===== config.mk =====
export PLATFORM = sky130hd
export DESIGN_NAME = bdl_dma_seq
export DESIGN_NICKNAME = d
export VERILOG_FILES = /design/src/rtl/bdl_pkg.sv /design/src/rtl/bdl_desc_fetch.sv /design/src/rtl/bdl_chunk_mover.sv /design/src/rtl/bdl_port_mux.sv /design/src/rtl/bdl_dma_seq.sv
export SDC_FILE = /design/constraint.sdc
export NUM_CORES = 1
export LEC_CHECK = 0
export BUFFER_PORTS_ARGS = -buffer_cell sky130_fd_sc_hd__buf_2
export CAP_MARGIN = 15
export CORE_MARGIN = 2
export CORE_UTILIZATION = 35
export DETAILED_ROUTE_END_ITERATION = 7
export GPL_TIMING_DRIVEN = 0
export RECOVER_POWER = 25
export SYNTH_ARGS = -nofsm -noshare
export SYNTH_HDL_FRONTEND = slang
export SYNTH_SLANG_ARGS = --single-unit

===== constraint.sdc =====
create_clock -name clk -period 7.2 [get_ports clk]
set_input_delay 2.16 -clock clk [delete_from_list [all_inputs] [get_ports clk]]
set_output_delay 2.16 -clock clk [all_outputs]
set_load 0.01 [all_outputs]

===== src/rtl/bdl_pkg.sv =====
package bdl_pkg;
  localparam int ADDR_W     = 64;
  localparam int LEN_W      = 32;
  localparam int WORD_BYTES = 4;
  localparam int DESC_WORDS = 4;
  localparam int DESC_SHIFT = 4;
  localparam int WSEL_W     = $clog2(DESC_WORDS);

  typedef struct packed {
    logic [ADDR_W-1:0] buf_addr;
    logic [LEN_W-1:0]  len;
    logic              ioc;
  } bdl_desc_t;

  typedef enum logic [1:0] {
    ST_IDLE  = 2'd0,
    ST_FETCH = 2'd1,
    ST_READY = 2'd2,
    ST_XFER  = 2'd3
  } seq_state_e;

  // Byte address of one descriptor word.
  function automatic logic [ADDR_W-1:0] desc_word_addr(
    input logic [ADDR_W-1:0] base,
    input logic [LEN_W-1:0]  idx,
    input logic [WSEL_W-1:0] w
  );
    logic [ADDR_W-1:0] ent;
    logic [ADDR_W-1:0] wof;
    ent = {{(ADDR_W-LEN_W){1'b0}}, idx} << DESC_SHIFT;
    wof = ADDR_W'(w) * ADDR_W'(WORD_BYTES);
    return base + ent + wof;
  endfunction

  // True once the buffer is used up or was empty.
  function automatic logic entry_is_done(
    input logic [LEN_W-1:0] len,
    input logic [LEN_W-1:0] off
  );
    return (len == '0) || (off >= len);
  endfunction

  // Bytes granted to one request: the request capped by what is left.
  function automatic logic [LEN_W-1:0] clamp_bytes(
    input logic [LEN_W-1:0] want,
    input logic [LEN_W-1:0] len,
    input logic [LEN_W-1:0] off
  );
    logic [LEN_W-1:0] rem;
    if (off >= len) return '0;
    rem = len - off;
    return (want < rem) ? want : rem;
  endfunction

  // One chunk: what is left, capped by the FIFO allowance in whole frames.
  function automatic logic [LEN_W-1:0] chunk_bytes(
    input logic [LEN_W-1:0] left,
    input logic [LEN_W-1:0] fifo,
    input logic [LEN_W-1:0] frame
  );
    logic [LEN_W-1:0] cap;
    cap = fifo - (fifo % frame);
    return (left < cap) ? left : cap;
  endfunction
endpackage


===== src/rtl/bdl_desc_fetch.sv =====
module bdl_desc_fetch
  import bdl_pkg::*;
#(
  parameter int IDX_W = 8
) (
  input  logic              clk,
  input  logic              rst_n,
  input  logic              go,
  input  logic [ADDR_W-1:0] base,
  input  logic [IDX_W-1:0]  idx,
  input  logic              ack,
  input  logic              err,
  input  logic [31:0]       rdata,
  output logic              req,
  output logic [ADDR_W-1:0] addr,
  output logic              loaded,
  output bdl_desc_t         desc,
  output logic              fail
);
  localparam logic [WSEL_W-1:0] LAST_WORD = WSEL_W'(DESC_WORDS - 1);

  logic              active_q;
  logic [WSEL_W-1:0] word_q;
  logic              word_last;

  assign req       = active_q;
  assign addr      = desc_word_addr(base, LEN_W'(idx), word_q);
  assign word_last = (word_q == LAST_WORD);

  always_ff @(posedge clk or negedge rst_n) begin
    if (!rst_n) begin
      active_q <= 1'b0;
      word_q   <= '0;
      loaded   <= 1'b0;
      fail     <= 1'b0;
      desc     <= '0;
    end else begin
      loaded <= 1'b0;
      fail   <= 1'b0;
      if (go) begin
        active_q <= 1'b1;
        word_q   <= '0;
      end else if (active_q && err) begin
        active_q <= 1'b0;
        fail     <= 1'b1;
      end else if (active_q && ack) begin
        case (word_q)
          2'd0:    desc.buf_addr[31:0]  <= rdata;
          2'd1:    desc.buf_addr[63:32] <= rdata;
          2'd2:    desc.len             <= rdata;
          default: desc.ioc             <= rdata[0];
        endcase
        word_q <= word_q + 1'b1;
        if (word_last) begin
          active_q <= 1'b0;
          loaded   <= 1'b1;
        end
      end
    end
  end
endmodule


===== src/rtl/bdl_chunk_mover.sv =====
module bdl_chunk_mover
  import bdl_pkg::*;
#(
  parameter int FIFO_W      = 16,
  parameter int FRAME_BYTES = 4
) (
  input  logic              clk,
  input  logic              rst_n,
  input  logic              go,
  input  logic [ADDR_W-1:0] start_addr,
  input  logic [LEN_W-1:0]  start_left,
  input  logic [FIFO_W-1:0] fifo_bytes,
  input  logic              ack,
  input  logic              err,
  output logic              req,
  output logic [ADDR_W-1:0] addr,
  output logic [LEN_W-1:0]  size,
  output logic              done,
  output logic [LEN_W-1:0]  moved,
  output logic              fail
);
  localparam logic [LEN_W-1:0] FRAME = LEN_W'(FRAME_BYTES);

  logic              active_q;
  logic [ADDR_W-1:0] addr_q;
  logic [LEN_W-1:0]  left_q;
  logic              chunk_last;

  assign req        = active_q;
  assign addr       = addr_q;
  assign size       = chunk_bytes(left_q, LEN_W'(fifo_bytes), FRAME);
  assign chunk_last = (left_q == size);

  always_ff @(posedge clk or negedge rst_n) begin
    if (!rst_n) begin
      active_q <= 1'b0;
      addr_q   <= '0;
      left_q   <= '0;
      moved    <= '0;
      done     <= 1'b0;
      fail     <= 1'b0;
    end else begin
      done <= 1'b0;
      fail <= 1'b0;
      if (go) begin
        active_q <= 1'b1;
        addr_q   <= start_addr;
        left_q   <= start_left;
        moved    <= '0;
      end else if (active_q && err) begin
        active_q <= 1'b0;
        done     <= 1'b1;
        fail     <= 1'b1;
      end else if (active_q && ack) begin
        addr_q <= addr_q + ADDR_W'(size);
        left_q <= left_q - size;
        moved  <= moved + size;
        if (chunk_last) begin
          active_q <= 1'b0;
          done     <= 1'b1;
        end
      end
    end
  end
endmodule


===== src/rtl/bdl_port_mux.sv =====
module bdl_port_mux
  import bdl_pkg::*;
(
  input  logic              sel_data,
  input  logic              f_req,
  input  logic [ADDR_W-1:0] f_addr,
  input  logic              m_req,
  input  logic [ADDR_W-1:0] m_addr,
  input  logic [LEN_W-1:0]  m_size,
  input  logic              mem_ack,
  input  logic              mem_err,
  output logic              mem_req,
  output logic              mem_is_data,
  output logic [ADDR_W-1:0] mem_addr,
  output logic [LEN_W-1:0]  mem_size,
  output logic              f_ack,
  output logic              f_err,
  output logic              m_ack,
  output logic              m_err
);
  always_comb begin
    mem_is_data = sel_data;
    if (sel_data) begin
      mem_req  = m_req;
      mem_addr = m_addr;
      mem_size = m_size;
    end else begin
      mem_req  = f_req;
      mem_addr = f_addr;
      mem_size = LEN_W'(WORD_BYTES);
    end
    f_ack = !sel_data && mem_ack;
    f_err = !sel_data && mem_err;
    m_ack = sel_data && mem_ack;
    m_err = sel_data && mem_err;
  end
endmodule


===== src/rtl/bdl_dma_seq.sv =====
module bdl_dma_seq
  import bdl_pkg::*;
#(
  parameter int IDX_W       = 8,
  parameter int FIFO_W      = 16,
  parameter int FRAME_BYTES = 4
) (
  input  logic              clk,
  input  logic              rst_n,
  input  logic [ADDR_W-1:0] list_base,
  input  logic [IDX_W-1:0]  last_idx,
  input  logic [FIFO_W-1:0] fifo_bytes,
  input  logic              start,
  input  logic              xfer_req,
  input  logic [LEN_W-1:0]  xfer_bytes,
  output logic              mem_req,
  output logic              mem_is_data,
  output logic [ADDR_W-1:0] mem_addr,
  output logic [LEN_W-1:0]  mem_size,
  input  logic              mem_ack,
  input  logic              mem_err,
  input  logic [31:0]       mem_rdata,
  output logic              ready,
  output logic              xfer_done,
  output logic [LEN_W-1:0]  xfer_moved,
  output logic              entry_done,
  output logic              ioc_irq,
  output logic [IDX_W-1:0]  done_idx,
  output logic [IDX_W-1:0]  cur_idx,
  output logic [LEN_W-1:0]  cur_off,
  output logic              dma_err
);
  seq_state_e        state_q;
  logic [IDX_W-1:0]  idx_q;
  logic [LEN_W-1:0]  off_q;
  bdl_desc_t         desc_q;
  logic              fetch_go_q, mv_go_q;
  logic [ADDR_W-1:0] mv_addr_q;
  logic [LEN_W-1:0]  mv_left_q;
  logic              zero_done_q, done_q, irq_q, base_err_q;
  logic [IDX_W-1:0]  done_idx_q;

  // Sub-block wires
  logic              f_req, f_ack, f_err, f_loaded, f_fail;
  logic [ADDR_W-1:0] f_addr;
  bdl_desc_t         f_desc;
  logic              m_req, m_ack, m_err, m_done, m_fail;
  logic [ADDR_W-1:0] m_addr;
  logic [LEN_W-1:0]  m_size, m_moved;

  // Named events and arithmetic
  logic              ent_complete;
  logic [LEN_W-1:0]  grant;
  logic [IDX_W-1:0]  next_idx;
  logic              ev_desc_load, ev_entry_close, ev_accept;
  logic              base_zero;

  assign ent_complete   = entry_is_done(desc_q.len, off_q);
  assign grant          = clamp_bytes(xfer_bytes, desc_q.len, off_q);
  assign next_idx       = (idx_q == last_idx) ? '0 : idx_q + 1'b1;
  assign base_zero      = (list_base == '0);
  assign ev_desc_load   = (state_q == ST_FETCH) && f_loaded;
  assign ev_entry_close = (state_q == ST_READY) && ent_complete;
  assign ev_accept      = (state_q == ST_READY) && !ent_complete && xfer_req;

  bdl_desc_fetch #(.IDX_W(IDX_W)) u_fetch (
    .clk    (clk),
    .rst_n  (rst_n),
    .go     (fetch_go_q),
    .base   (list_base),
    .idx    (idx_q),
    .ack    (f_ack),
    .err    (f_err),
    .rdata  (mem_rdata),
    .req    (f_req),
    .addr   (f_addr),
    .loaded (f_loaded),
    .desc   (f_desc),
    .fail   (f_fail)
  );

  bdl_chunk_mover #(.FIFO_W(FIFO_W), .FRAME_BYTES(FRAME_BYTES)) u_mover (
    .clk        (clk),
    .rst_n      (rst_n),
    .go         (mv_go_q),
    .start_addr (mv_addr_q),
    .start_left (mv_left_q),
    .fifo_bytes (fifo_bytes),
    .ack        (m_ack),
    .err        (m_err),
    .req        (m_req),
    .addr       (m_addr),
    .size       (m_size),
    .done       (m_done),
    .moved      (m_moved),
    .fail       (m_fail)
  );

  bdl_port_mux u_mux (
    .sel_data    (state_q != ST_FETCH),
    .f_req       (f_req),
    .f_addr      (f_addr),
    .m_req       (m_req),
    .m_addr      (m_addr),
    .m_size      (m_size),
    .mem_ack     (mem_ack),
    .mem_err     (mem_err),
    .mem_req     (mem_req),
    .mem_is_data (mem_is_data),
    .mem_addr    (mem_addr),
    .mem_size    (mem_size),
    .f_ack       (f_ack),
    .f_err       (f_err),
    .m_ack       (m_ack),
    .m_err       (m_err)
  );

  always_ff @(posedge clk or negedge rst_n) begin
    if (!rst_n) begin
      state_q     <= ST_IDLE;
      idx_q       <= '0;
      off_q       <= '0;
      desc_q      <= '0;
      fetch_go_q  <= 1'b0;
      mv_go_q     <= 1'b0;
      mv_addr_q   <= '0;
      mv_left_q   <= '0;
      zero_done_q <= 1'b0;
      done_q      <= 1'b0;
      irq_q       <= 1'b0;
      base_err_q  <= 1'b0;
      done_idx_q  <= '0;
    end else begin
      fetch_go_q  <= 1'b0;
      mv_go_q     <= 1'b0;
      zero_done_q <= 1'b0;
      done_q      <= 1'b0;
      irq_q       <= 1'b0;
      base_err_q  <= 1'b0;
      unique case (state_q)
        ST_IDLE: begin
          if (start) begin
            if (base_zero) begin
              base_err_q <= 1'b1;
            end else begin
              idx_q      <= '0;
              fetch_go_q <= 1'b1;
              state_q    <= ST_FETCH;
            end
          end
        end
        ST_FETCH: begin
          if (ev_desc_load) begin
            desc_q  <= f_desc;
            off_q   <= '0;
            state_q <= ST_READY;
          end else if (f_fail) begin
            state_q <= ST_IDLE;
          end
        end
        ST_READY: begin
          if (ev_entry_close) begin
            done_q     <= 1'b1;
            irq_q      <= desc_q.ioc;
            done_idx_q <= idx_q;
            idx_q      <= next_idx;
            if (base_zero) begin
              base_err_q <= 1'b1;
              state_q    <= ST_IDLE;
            end else begin
              fetch_go_q <= 1'b1;
              state_q    <= ST_FETCH;
            end
          end else if (ev_accept) begin
            if (grant == '0) begin
              zero_done_q <= 1'b1;
            end else begin
              mv_go_q   <= 1'b1;
              mv_addr_q <= desc_q.buf_addr + ADDR_W'(off_q);
              mv_left_q <= grant;
              state_q   <= ST_XFER;
            end
          end
        end
        ST_XFER: begin
          if (m_done) begin
            off_q   <= off_q + m_moved;
            state_q <= ST_READY;
          end
        end
        default: state_q <= ST_IDLE;
      endcase
    end
  end

  assign ready      = (state_q == ST_READY) && !ent_complete;
  assign xfer_done  = m_done || zero_done_q;
  assign xfer_moved = zero_done_q ? '0 : m_moved;
  assign entry_done = done_q;
  assign ioc_irq    = irq_q;
  assign done_idx   = done_idx_q;
  assign cur_idx    = idx_q;
  assign cur_off    = off_q;
  assign dma_err    = base_err_q || f_fail || m_fail;
endmodule


==> summary.txt <==
fin crit period -> 7.23 ns
cts bufs inserted -> 53
Most used DFF post-synth -> dfrtp_1
outcome -> finished with violations
critical path arrival -> 5.07 ns
Core Rows -> 115
number of synthesis warnings -> 0
GRT Overall Usage -> 25.9%
Residual DRC -> 0
pwr/cell area -> 342 nW/um^2
Mapped Area -> 34400 um^2
CP Max Fanout -> 5
crit end category -> primary output
multi-input logic area -> 21300 um^2
Static Leak -> 0.0193 uW
port bufs -> 338
RSZ-0062 raised after global routing -> yes
Die W -> 318 um
Seq pwr share -> 27.7%
drt total wl -> 135000 um
# IOs -> 341
final antenna-violating net count -> 0
dpl cells -> 5503
post-detail-place hpwl -> 108000 um
WHS -> 0.487 ns
Comb power frac -> 49.8%
htree depth -> 2
Slew Viols, Final -> 373
Core Footprint -> 97800 um^2
CTS Sinks -> 482
Net Switching -> 5990 uW
1st-pass router iterations -> 6
Hold Crit Class -> reg -> reg
flops & latches, synth -> 482
Clock power frac -> 22.4%
GP Congestion -> 0.965
VDD IR max -> 0.218 mV
clock latency on the worst-skew pair -> 0.65 ns
Switching Fraction -> 43.6%
initial antenna violation count -> 7
1st-iter DRT viols -> 2936
pin count of the biggest net entering global routing -> 126
cts hold-fix bufs -> 0
Final period util -> 100%
startpoint types -> input port
EDFF count, synth -> 0
fill count -> 9841
setup violation total in the final timing report -> 1
Core Util, Final -> 41.1%
Worst slew margin -> -101%
vias in the first global route -> 30200
Initial Util -> 35.2%
# nets final -> 4715
Die Height -> 318 um
clock tree buffer depth -> 3
Die ar. -> 101000 um^2
sequential element share of the synthesized area -> 35.1%
internal power -> 7760 uW
TritonCTS clock tree -> built
CP Data Required Time -> 5.04 ns
Root Driver -> clkbuf_16
Power Total -> 13700 uW
Cell Count, Final, Fillers Out -> 5618
post-synthesis cell type count -> 85
first-pass GRT wire length -> 198000 um
Vias -> 31300
Overflow after GRT -> 0
Syn Area/Cell -> 8.92 um^2
Worst-Margin Slew -> 3.01 ns
maxcap violations -> 4
ys async rst share -> 100%
Mapped Cells -> 3856
Register Area -> 12100 um^2
area delta synth->final -> 17.0%
WL/cell -> 24.0 um
Setup Crit Path Kind -> in -> out
Worst-path clk slew -> 0.06 ns
layout cells sized above 1 -> 19.0%
failing checks -> max-capacitance violations, max-slew violations, negative setup slack
fmax -> 0.138 GHz
Hold Vio Cnt, Final -> 0
Final Skew -> 0.0472 ns
vias per cell -> 5.57
final worst slack -> -0.0290 ns
-- worst max-delay path, stage by stage --
cell	delay (ns)
buf_8	0.09
ha_4	0.13
inv_2	0.04
fa_2	0.40
nor2b_2	0.14
o21ai_2	0.08
a21boi_2	0.19
o21ai_2	0.10
a21boi_2	0.18
o21a_1	0.21
o21ai_4	0.10
a2111o_1	0.55
nor3_2	0.25
xnor2_1	0.20
o21ai_1	0.08
buf_2	0.16
-- layer usage --
layer	up-vias	wire length (um)	GRT usage, %
li1	14700	-	-
met5	-	29	0
met2	1092	61200	41.8
met3	212	8440	3.59
met4	6	5460	9.24
met1	15300	59700	35.4
-- flip-flops by register name, indices dropped and copies added, names as in the netlist, 2 cells and up --
name and cells:
cur_idx 8, mv_addr_q 64, u_mover.left_q 32, u_fetch.word_q 2
state_q 2, u_mover.moved 32, desc_q 97, u_fetch.desc 97
u_mover.addr 64, mv_left_q 32, cur_off 32, done_idx 8
-- final timing paths --
kind                                           endpoint  cells past startpoint  slack (ns)                       from
max reg2reg                    mv_addr_q[5]$_DFFE_PN0P_                     27        0.38    cur_off[13]$_DFFE_PN0P_
min                           mv_left_q[29]$_DFFE_PN0P_                      1        0.49  mv_left_q[29]$_DFFE_PN0P_
min in group asynchronous  u_mover.addr[59]$_DFFE_PN0P_                      1        2.02                      rst_n
max                                        mem_addr[54]                     16       -0.03               list_base[2]
min reg2reg                   mv_left_q[29]$_DFFE_PN0P_                      1        0.49  mv_left_q[29]$_DFFE_PN0P_
max in group asynchronous  u_fetch.desc[39]$_DFFE_PN0P_                      2        1.32                      rst_n
-- cell usage in the layout (no fill, tap or decap), types with 76 or more instances in the layout --
cell type  synthesis  layout
o21ai_0          258     237
mux2_2           217     217
ha_1             265     264
xnor2_1          153     152
nor2_1           305     305
nand4_1           76      76
nand2_1          387     384
a21oi_1          343     336
nand3_1           94      92
a21o_1           109     109
dfrtp_1          482     478
xor2_1           118     118
inv_1            171     170
buf_2              7     344
clkbuf_1         113     114
-- synth_stat cells (9+ instances only) --
master	instances	area (um^2)
clkbuf_1	113	424
nor4_1	42	263
nand2_1	387	1450
ha_1	265	3320
or3_1	16	100
mux2_4	30	450
a211oi_1	30	225
o21a_1	28	210
dfrtp_1	482	12100
nor2b_1	59	369
nor3b_1	10	75.1
a22o_1	27	236
nand4_1	76	475
buf_6	12	135
o21bai_1	25	188
buf_1	20	75.1
nor3_1	62	310
o21ai_0	258	1290
mux2_2	217	2440
nand2b_1	43	269
xnor2_1	153	1340
a21boi_0	10	75.1
a21oi_1	343	1720
or2_2	9	56.3
xor2_1	118	1030
nand3_1	94	470
a221oi_1	9	78.8
a31oi_1	29	181
nor2_1	305	1140
and2_1	20	125
a21o_1	109	818
mux2i_1	17	170
o211ai_1	18	135
inv_1	171	642
and3_1	64	400
o31ai_1	17	128
a211o_1	13	114
-- logic make-up after synthesis --
kind of cell / count (synthesis) / share of synthesized area, %
and+or+nand+nor: 1213 / 16.7
AOI/OAI and AO/OA: 1025 / 18.5
DFF: 482 / 35.1
buffers and inverters: 328 / 3.89
xor gates and xnor gates: 272 / 6.95
adders and majority gates: 271 / 9.99
muxes: 264 / 8.91
other: 1 / 0.0109
-- per-stage QoR --
step | area [um^2] | TNS (ns) | setup WS [ns]
5_1_grt | 40200 | -0.817 | -0.128
3_5_place_dp | 37900 | -142.09 | -2.21
4_1_cts | 40100 | 0 | 0.000282
3_3_place_gp | 37800 | -3134.33 | -6.24
2_1_floorplan | 34500 | 0 | 0.0252
6_report | 40200 | -0.0290 | -0.0290
-- layout make-up --
| cell class | instances | area share, % |
|---|---|---|
| antenna | 2 | 0.0124 |
| buffer | 154 | 1.75 |
| clock buffer | 67 | 3.70 |
| clock inverter | 31 | 1.27 |
| inverter | 174 | 1.63 |
| multi-input combinational | 3062 | 53.0 |
| sequential | 482 | 30.0 |
| tap | 1287 | 4.00 |
| timing repair buffer | 359 | 4.64 |
-- power by group through the flow --
stage / logic [uW] / clock network, uW / registers [uW]
2_1_floorplan: 4680 / 0 / 3520
3_3_place_gp: 6530 / 0 / 3820
3_5_place_dp: 6560 / 0 / 3830
4_1_cts: 6690 / 3130 / 3780
5_1_grt: 7550 / 3230 / 3860
6_report: 6850 / 3080 / 3810
-- what timing repair did --
action | 4_1_cts | 5_1_grt
gates resized for setup | 51 | 59
cloned | 0 | 0
endpoints found under the setup margin | 210 | 191
endpoints found under the hold margin | 0 | 0
setup buffers | 7 | 7
pin swaps | 9 | 17
(Power assumes the default switching activity.)
